**src/rtl/pinbank_pkg.sv**
```systemverilog
package pinbank_pkg;

  typedef struct packed {
    logic raw_en;    // bit 3: status latching enable
    logic edge_sel;  // bit 2: 1 edge, 0 level
    logic pol;       // bit 1: 1 rising/high, 0 falling/low
    logic en;        // bit 0: interrupt enable
  } icfg_t;

  typedef enum logic [2:0] {
    SEL_NONE,
    SEL_CFG,
    SEL_IO,
    SEL_ICFG,
    SEL_STAT,
    SEL_ROUTE
  } sel_e;

  localparam logic [2:0] ROUTE_CPU  = 3'd4;
  localparam logic [2:0] ROUTE_NONE = 3'd7;
  localparam int OE_BIT  = 9;
  localparam int OUT_BIT = 1;
  localparam int IN_BIT  = 0;

endpackage

```
**src/rtl/pinbank_sync.sv**
```systemverilog
module pinbank_sync #(
  parameter int W      = 8,
  parameter int STAGES = 2
) (
  input  logic         clk,
  input  logic         rst,
  input  logic [W-1:0] d,
  output logic [W-1:0] q
);

  logic [W-1:0] stg [STAGES];

  genvar s;
  generate
    for (s = 0; s < STAGES; s++) begin : g_stage
      if (s == 0) begin : g_first
        always_ff @(posedge clk) begin
          if (rst) stg[0] <= '0;
          else     stg[0] <= d;
        end
      end else begin : g_next
        always_ff @(posedge clk) begin
          if (rst) stg[s] <= '0;
          else     stg[s] <= stg[s-1];
        end
      end
    end
  endgenerate

  assign q = stg[STAGES-1];

endmodule

```
**src/rtl/pinbank_regdec.sv**
```systemverilog
module pinbank_regdec
  import pinbank_pkg::*;
#(
  parameter int NPINS  = 8,
  parameter int AW     = 16,
  parameter int PIDX_W = 3
) (
  input  logic [AW-1:0]     addr,
  output sel_e              sel,
  output logic [PIDX_W-1:0] pin
);

  localparam logic [AW-13:0] BANK_PAGE  = (AW-12)'(1);
  localparam logic [AW-11:0] ROUTE_PAGE = (AW-10)'(1);
  localparam logic [7:0]     NP8        = 8'(NPINS);

  logic unused_lsb;
  assign unused_lsb = ^addr[1:0];

  always_comb begin
    sel = SEL_NONE;
    pin = '0;
    if (addr[AW-1:12] == BANK_PAGE) begin
      if (addr[11:4] < NP8) begin
        pin = addr[4 +: PIDX_W];
        case (addr[3:2])
          2'd0:    sel = SEL_CFG;
          2'd1:    sel = SEL_IO;
          2'd2:    sel = SEL_ICFG;
          default: sel = SEL_STAT;
        endcase
      end
    end else if (addr[AW-1:10] == ROUTE_PAGE) begin
      if (addr[9:2] < NP8) begin
        pin = addr[2 +: PIDX_W];
        sel = SEL_ROUTE;
      end
    end
  end

endmodule

```
**src/rtl/pinbank_pin.sv**
```systemverilog
module pinbank_pin
  import pinbank_pkg::*;
(
  input  logic       clk,
  input  logic       rst,
  input  logic       we_cfg,
  input  logic       we_io,
  input  logic       we_icfg,
  input  logic       we_stat,
  input  logic       we_route,
  input  logic       wd_oe,
  input  logic       wd_out,
  input  logic [3:0] wd_icfg,
  input  logic [2:0] wd_route,
  input  logic       wd_clr,
  input  logic       lvl_in,
  output logic       oe_o,
  output logic       out_o,
  output icfg_t      icfg_o,
  output logic       stat_o,
  output logic [2:0] route_o,
  output logic       pend_o
);

  logic  oe_q, out_q, stat_q, hit_q, prev_q;
  icfg_t icfg_q;
  logic [2:0] route_q;

  logic active, edge_hit, lvl_hit, clr;
  logic stat_d, hit_d;

  always_comb begin
    active   = (lvl_in == icfg_q.pol);
    edge_hit = icfg_q.edge_sel & active & (prev_q != icfg_q.pol);
    lvl_hit  = ~icfg_q.edge_sel & active;
    clr      = we_stat & wd_clr;
    // an edge in the clearing cycle survives; a level clear wins for one cycle
    stat_d   = (icfg_q.raw_en & edge_hit) |
               (~clr & (stat_q | (icfg_q.raw_en & lvl_hit)));
    hit_d    = (icfg_q.en & edge_hit) | (~clr & hit_q);
  end

  always_ff @(posedge clk) begin
    if (rst) begin
      oe_q    <= 1'b0;
      out_q   <= 1'b0;
      icfg_q  <= '0;
      route_q <= ROUTE_NONE;
      stat_q  <= 1'b0;
      hit_q   <= 1'b0;
      prev_q  <= 1'b0;
    end else begin
      if (we_cfg)   oe_q    <= wd_oe;
      if (we_io)    out_q   <= wd_out;
      if (we_icfg)  icfg_q  <= icfg_t'(wd_icfg);
      if (we_route) route_q <= wd_route;
      stat_q <= stat_d;
      hit_q  <= hit_d;
      prev_q <= lvl_in;
    end
  end

  assign oe_o    = oe_q;
  assign out_o   = out_q;
  assign icfg_o  = icfg_q;
  assign stat_o  = stat_q;
  assign route_o = route_q;
  assign pend_o  = icfg_q.en & (route_q == ROUTE_CPU) &
                   (icfg_q.edge_sel ? hit_q : active);

endmodule

```
**src/rtl/pinbank_irq.sv**
```systemverilog
module pinbank_irq
  import pinbank_pkg::*;
#(
  parameter int NPINS = 8,
  parameter int AW    = 16,
  parameter int DW    = 32
) (
  input  logic             clk,
  input  logic             rst,
  input  logic [AW-1:0]    addr,
  input  logic             wr_en,
  input  logic [DW-1:0]    wdata,
  input  logic             rd_en,
  output logic [DW-1:0]    rdata,
  input  logic [NPINS-1:0] pad_in,
  output logic [NPINS-1:0] pad_oe,
  output logic [NPINS-1:0] pad_out,
  output logic             irq
);

  localparam int PIDX_W = (NPINS > 1) ? $clog2(NPINS) : 1;

  sel_e              sel;
  logic [PIDX_W-1:0] pin;
  logic [NPINS-1:0]  lvl_s;
  logic [NPINS-1:0]  stat_v, pend_v;
  icfg_t [NPINS-1:0] icfg_v;
  logic [NPINS-1:0][2:0] route_v;
  logic [DW-1:0]     rmux;
  logic              irq_q;
  logic [DW-1:0]     rdata_q;

  logic unused_wdata;
  assign unused_wdata = ^wdata;

  pinbank_sync #(.W(NPINS), .STAGES(2)) u_sync (
    .clk (clk),
    .rst (rst),
    .d   (pad_in),
    .q   (lvl_s)
  );

  pinbank_regdec #(.NPINS(NPINS), .AW(AW), .PIDX_W(PIDX_W)) u_dec (
    .addr (addr),
    .sel  (sel),
    .pin  (pin)
  );

  genvar i;
  generate
    for (i = 0; i < NPINS; i++) begin : g_pin
      logic hit_me;
      assign hit_me = wr_en && (pin == PIDX_W'(i));

      pinbank_pin u_pin (
        .clk      (clk),
        .rst      (rst),
        .we_cfg   (hit_me && sel == SEL_CFG),
        .we_io    (hit_me && sel == SEL_IO),
        .we_icfg  (hit_me && sel == SEL_ICFG),
        .we_stat  (hit_me && sel == SEL_STAT),
        .we_route (hit_me && sel == SEL_ROUTE),
        .wd_oe    (wdata[OE_BIT]),
        .wd_out   (wdata[OUT_BIT]),
        .wd_icfg  (wdata[3:0]),
        .wd_route (wdata[2:0]),
        .wd_clr   (wdata[0]),
        .lvl_in   (lvl_s[i]),
        .oe_o     (pad_oe[i]),
        .out_o    (pad_out[i]),
        .icfg_o   (icfg_v[i]),
        .stat_o   (stat_v[i]),
        .route_o  (route_v[i]),
        .pend_o   (pend_v[i])
      );
    end
  endgenerate

  always_comb begin
    rmux = '0;
    case (sel)
      SEL_CFG:   rmux[OE_BIT] = pad_oe[pin];
      SEL_IO: begin
        rmux[OUT_BIT] = pad_out[pin];
        rmux[IN_BIT]  = lvl_s[pin];
      end
      SEL_ICFG:  rmux[3:0] = icfg_v[pin];
      SEL_STAT:  rmux[0]   = stat_v[pin];
      SEL_ROUTE: rmux[2:0] = route_v[pin];
      default:   rmux = '0;
    endcase
  end

  always_ff @(posedge clk) begin
    if (rst) begin
      rdata_q <= '0;
      irq_q   <= 1'b0;
    end else begin
      rdata_q <= rd_en ? rmux : '0;
      irq_q   <= |pend_v;
    end
  end

  assign rdata = rdata_q;
  assign irq   = irq_q;

endmodule

```
**config.mk**
```make
export PLATFORM = sky130hd
export DESIGN_NAME = pinbank_irq
export DESIGN_NICKNAME = d
export VERILOG_FILES = /design/src/rtl/pinbank_pkg.sv /design/src/rtl/pinbank_sync.sv /design/src/rtl/pinbank_regdec.sv /design/src/rtl/pinbank_pin.sv /design/src/rtl/pinbank_irq.sv
export SDC_FILE = /design/constraint.sdc
export NUM_CORES = 1
export LEC_CHECK = 0
export BUFFER_PORTS_ARGS = -buffer_cell sky130_fd_sc_hd__buf_2
export CORE_MARGIN = 4
export CORE_UTILIZATION = 58
export CTS_BUF_LIST = sky130_fd_sc_hd__clkbuf_2 sky130_fd_sc_hd__clkbuf_4 sky130_fd_sc_hd__clkbuf_8
export DETAILED_ROUTE_END_ITERATION = 8
export PLACE_DENSITY = 0.82
export SLEW_MARGIN = 0
export SYNTH_ARGS = -nofsm -noshare
export SYNTH_HDL_FRONTEND = slang
export SYNTH_SLANG_ARGS = --single-unit
export TNS_END_PERCENT = 20
```
**constraint.sdc**
```tcl
create_clock -name clk -period 3.92 [get_ports clk]
set_input_delay 0.784 -clock clk [delete_from_list [all_inputs] [get_ports clk]]
set_output_delay 0.784 -clock clk [all_outputs]
set_load 0.005 [all_outputs]
```
# [Yosys cells after proc, flatten, opt, wreduce, memory -nomap -nowiden]
# Memory sizes are Yosys's and may differ from the RTL's.
# Index checks and enable logic that the tools add are counted.
[word_totals] ff_bits=129 mem_bits_rw=16 word_cells=353 n_memories=1
[op_classes] order_cmp=3 n_eq_ne=40 mux=37 bitwise=133 n_reduce_logical=54
[memory_table] memory="u_sync.stg" words=2 word_bits=8 rd=2 rd_clocked_by_memory_dff=0 write_ports=2 line="pinbank_sync.sv:11" rtl="logic [W-1:0] stg [STAGES];"
[ops] op="$and 1x1->1" count=88
[ops] op="$logic_and 1x1->1" count=48
[ops] op="$eq 3x3->1 const B" count=14
[ops] op="$mux 3" count=9
[ops] op="$or 1x1->1" count=26
[ops] op="$not 1->1" count=19
[ops] op="$lt 8x4->1 const B" count=2
[ops] op="$mux 8" count=2
[ops] op="$mux 1" count=15
[ops] op="$bmux 1 s3" count=4
[ops] op="$bmux 4 s3" count=1
[ops] op="$eq 3x2->1 const B" count=4
[ops] op="$bmux 3 s3" count=1
[ops] op="$pmux 3 s3" count=1
[ops] op="$eq 1x1->1" count=8
[ops] op="$ne 1x1->1" count=8
[ops] op="$reduce_or 8->1" count=1
[ops] op="$eq 3x1->1 const B" count=2
[ops] op="$eq 6x1->1 const B" count=1
[ops] op="$reduce_or 3->1" count=2
[ops] op="$eq 4x1->1 const B" count=1
[ops] op="$lt 3x4->1 const B" count=1
[ops] op="$mux 4" count=1
[ops] op="$pmux 1 s4" count=1
[ops] op="7 further kinds" count=7

# [Logic depth before layout (Yosys ltp)]
[logic_depth] depth_word=11 mapped_depth=10 depth_no_buf=8

# [By module]
# Synthesis repeated with hierarchy kept, for this count alone.
[unflattened] hier_cells=640 area_unflattened_um2=5993.2
[by_module_without_submodules] module="pinbank_pin" n_inst=8 cells_per_inst=51 area_each_um2=499.2
[by_module_without_submodules] module="pinbank_irq" n_inst=1 cells_per_inst=175 area_each_um2=1373.8
[by_module_without_submodules] module="pinbank_sync" n_inst=1 cells_per_inst=33 area_each_um2=464.2
[by_module_without_submodules] module="pinbank_regdec" n_inst=1 cells_per_inst=24 area_each_um2=161.4

# [Least setup slack after synthesis]
# OpenSTA, ideal clock, no wires.
[synth_path] kind="input port to flip-flop" from="input port addr[3]" to="register g_pin[4].u_pin.hit_q" setup_time_ns=0.128 arrival_time_ns=2.874 required_time_ns=3.792 slack_ns=0.919 cell_stages=9 n_path_buf=1 cell_sequence="clkbuf_1 > inv_1 > ha_1 > or2_2 > nor3b_1 > nor3b_1 > nand3_1 > a22oi_1 > nor2_1"
[synth_between] elab_chain_cells=11
[synth_rtl] item="start: declaration" line="pinbank_irq.sv:10" rtl="input logic [AW-1:0] addr,"
[synth_rtl] item="$lt 8x4->1" line="pinbank_regdec.sv:34" rtl="if (addr[9:2] < NP8) begin"
[synth_rtl] item="$mux 3" line="pinbank_regdec.sv:34"
[synth_rtl] item="$mux 3" line="pinbank_regdec.sv:33" rtl="end else if (addr[AW-1:10] == ROUTE_PAGE) begin"
[synth_rtl] item="$mux 3" line="pinbank_regdec.sv:23" rtl="if (addr[AW-1:12] == BANK_PAGE) begin"
[synth_rtl] item="$eq 3x3->1" line="pinbank_irq.sv:53" rtl="assign hit_me = wr_en && (pin == PIDX_W'(i));"
[synth_rtl] item="$logic_and 1x1->1" line="pinbank_irq.sv:53"
[synth_rtl] item="$logic_and 1x1->1 (*)" line="pinbank_irq.sv:61" rtl=".we_stat (hit_me && sel == SEL_STAT),"
[synth_rtl] item="$and 1x1->1 (*)" line="pinbank_pin.sv:36" rtl="clr = we_stat & wd_clr;"
[synth_rtl] item="$not 1->1 (*)" line="pinbank_pin.sv:40" rtl="hit_d = (icfg_q.en & edge_hit) | (~clr & hit_q);"
[synth_rtl] item="$and 1x1->1 (*)" line="pinbank_pin.sv:40"
[synth_rtl] item="$or 1x1->1 (*)" line="pinbank_pin.sv:40"
[synth_rtl] item="end signal: assignment" line="pinbank_pin.sv:58" rtl="hit_q <= hit_d;"
[synth_rtl] item="end: declaration" line="pinbank_pin.sv:25" rtl="logic oe_q, out_q, stat_q, hit_q, prev_q;"
# Every way passes the cells marked *; elsewhere a longest branch is shown, timed or not.
# A chain may end at the register's enable or synchronous reset.

# [Worst setup path after layout]
[layout_path] from="input port addr[8]" to="register rdata_q[1], in the netlist rdata[1]"
[layout_between] elab_chain_cells=7
[layout_rtl] item="$lt 8x4->1" line="pinbank_regdec.sv:34"
[layout_rtl] item="$mux 3" line="pinbank_regdec.sv:34"
[layout_rtl] item="$mux 3" line="pinbank_regdec.sv:33"
[layout_rtl] item="$mux 3" line="pinbank_regdec.sv:23"
[layout_rtl] item="$bmux 3 s3 (tied with other cells)" line="pinbank_irq.sv:89" rtl="SEL_ROUTE: rmux[2:0] = route_v[pin];"
[layout_rtl] item="$mux 3 (not written as such) (tied with other cells)" line="pinbank_irq.sv:89"
[layout_rtl] item="$pmux 1 s3 (*)" line="pinbank_irq.sv:81" rtl="case (sel)"
[layout_rtl] item="end signal: assignment" line="pinbank_irq.sv:99" rtl="rdata_q <= rd_en ? rmux : '0;"
[layout_rtl] item="end: declaration" line="pinbank_irq.sv:31" rtl="logic [DW-1:0] rdata_q;"
# Every way passes the cells marked *; elsewhere a longest branch is shown, timed or not. The select of a mux whose other input is x is not followed.

==> results.toml <==
[die]
fp.coreArea_sq_mm = 0.0104
number_of_primary_i_o_pins = 109
die_h_microns = 112
die_area_sq_mm = 0.0125
initial_utilization_pct = 60.0
rows = 37
chipWidth_microns = 112

[synthesis]
synthesis.area_per_instance_sq_um = 8.98
synth_seq_area_share_pct = 37.8
post_synth_instance_area_sq_mm = 0.00625
synthFlopType = "dfxtp_1"
synth.distinct_cells = 74
yosysWarningCount = 0
synth_cells = 696
synth_enable_flop_cells = 0
synth.ff_latch_count = 118
ys_async_sr_fraction_pct = 0

[cts]
cts_buffer_depth = 2
worst_skew_pair.late_latency_ns = 0.45
cts_inserted_buffers = 17
number_of_h_tree_branching_levels = 4
post-cts-setup-buffer-count = 0
ctsRootBufferMaster = "clkbuf_8"
post_cts_resize_count = 0
hold_buffers = 0
tritoncts_clock_tree = "built"
path_clk_slew_ns = 0.07
cts.sink_count = 118

[sta]
clock_skew_ns = 0.00845
setup_viol_count_final = 0
setup_total_negative_slack_ns = 0
final-hold-violation-count = 0
final_min_period_over_clock_period_pct = 75.4
max-slew-margin-rel_pct = 30.7
setup_slack_ns = 0.963
rsz0062_at_grt = "no"
max_freq_ghz = 0.338
worst_pin_slew_ns = 1.03
pins_over_slew_limit = 0
finalCriticalPeriod_ns = 2.96

[worst_setup_path]
wp_data_arrival_ns = 3.31
start_kind = "primary input"
end_kind = "flop"
critPathMaxStageDelay_ns = 0.61
timing.critical_path.cells = "buf_2 -> nor4_4 -> and2_1 -> o311ai_0 -> nor4_1 -> o21bai_1 -> a41oi_1"
critical_path_peak_fanout = 18
worst-setup-path-type = "in -> reg"
slowest_stage = "and2_1"
worstPathRequired_ns = 4.27
reg2reg_slack_ns = 2.09

[place]
hpwl_microns = 12200
place.port_buffers = 52
routability_congestion_estimate = 0.959
placed_cells = 843
placement.setup.worst_slack_ns = 0.577
placed_cell_area_sq_mm = 0.00637

[grt]
globalRouteOverflowTotal = 0
grt.met3_usage_pct = 8.21
gr-usage-met2_pct = 42.2
grt_most_used_layer = "met2"
grt_pass1_wl_microns = 27300
largest_net_degree_at_the_start_of_global_routing = 82
use_met1_pct = 35.0
grt_antenna_before_repair = 1
first_global_vias = 5303
track_usage_pct = 27.5

[job]
maxCapViolCount = 0

[power]
power_density_mw_per_mm2 = 370
leak_pwr_nw = 2.46
irDropWorstVdd_v = 0.000308

[cells_and_area]
area_growth_syn_to_layout_pct = 8.59
final_util_pct = 65.2
most-common-layout-cells = "dfxtp_1 (118), nor2_1 (77), mux2i_1 (53)"
final_cell_count_no_fill = 875
layout.nets = 789
final_common_cell = "dfxtp_1"
postLayoutCellArea_sq_mm = 0.00679
drive_gt1_share_pct = 18.3

[detailed_routing]
wirelength_microns = 17400
drt_iter0_drc = 679
wl_per_cell_microns = 19.9
drcViolationCount = 0
vias_per_cell = 6.37
drtPass1Iterations = 6
routed-via-count = 5575
drt.antenna.violating_nets = 0

[hold_path]
timing.hold.worst.class = "reg -> reg"

[run_status]
run_status = "finished clean"
registers in the layout, summed over array words and instances (netlist names):
| register | cells |
|---|---|
| g_pin.u_pin.prev_q | 8 |
| g_pin.u_pin.hit_q | 8 |
| g_pin.u_pin.stat_o | 8 |
| rdata | 5 |
| u_sync.stg | 16 |
| g_pin.u_pin.route_o | 24 |
| g_pin.u_pin.oe_o | 8 |
| irq | 1 |
| g_pin.u_pin.out_o | 8 |
| g_pin.u_pin.icfg_o | 32 |
worst max-delay path: cells and delay by family:
| kind | cells | cell delay (ns) |
|---|---|---|
| compound gates | 3 | 0.76 |
| simple gates | 3 | 1.65 |
| buf+inv | 1 | 0.11 |
worst paths after layout:
path,start,endpoint,cells past startpoint
max,addr[8],rdata[1],7
min,u_sync.stg[0][2],u_sync.stg[1][2],1
max reg2reg,u_sync.stg[1][4],rdata[0],4
min reg2reg,u_sync.stg[0][2],u_sync.stg[1][2],1
area by class of cell:
| type | instances | area, sq um |
|---|---|---|
| Clock inverter | 7 | 92.6 |
| Clock buffer | 24 | 324 |
| Multi-Input combinational cell | 513 | 3420 |
| Tap cell | 136 | 170 |
| Sequential cell | 118 | 2360 |
| Antenna cell | 1 | 2.50 |
| Inverter | 7 | 26.3 |
| Timing Repair Buffer | 69 | 390 |
| Fill cell | 845 | 3630 |
through the flow:
stage,power (mW),hold WS [ns]
2_1_floorplan,1.35,0.414
3_3_place_gp,1.37,0.416
3_5_place_dp,1.38,0.421
4_1_cts,2.51,0.438
5_1_grt,2.58,0.456
6_report,2.51,0.436
synth_stat cells, types with 11 or more instances:
library cell	n	area share, %
nor2b_1	34	3.4
buf_2	11	0.88
a21oi_1	27	2.2
nor4_1	12	1.2
buf_4	44	5.3
clkbuf_1	21	1.3
nor2_1	77	4.6
dfxtp_1	118	38
nand2_1	40	2.4
o21ai_0	26	2.1
nand3_1	15	1.2
nor3_1	24	1.9
mux2i_1	53	8.5
a22oi_1	15	1.8
a211o_1	22	3.1
per-layer routing:
| metal | share of wire (%) | vias up |
|---|---|---|
| li1 | - | 2527 |
| met1 | 38 | 2583 |
| met2 | 45 | 382 |
| met3 | 12 | 81 |
| met4 | 4.7 | 2 |
| met5 | 0.075 | - |
where the power goes:
| part | internal (mW) | switching [mW] |
|---|---|---|
| registers | 1.21 | 0.00540 |
| logic | 0.0428 | 0.0991 |
| clock network | 0.668 | 0.486 |
| total | 1.92 | 0.590 |
cell families after synthesis:
group	after synthesis	share of synthesized area (%)
AND/OR/NAND/NOR	285	26.4
AO/OA/AOI/OAI	145	17.6
flip-flops	118	37.8
buffers and inverters	91	9.07
multiplexers	53	8.49
adder cells (fa/ha/maj)	3	0.601
other	1	0.0600
(Power assumes the default switching activity.)
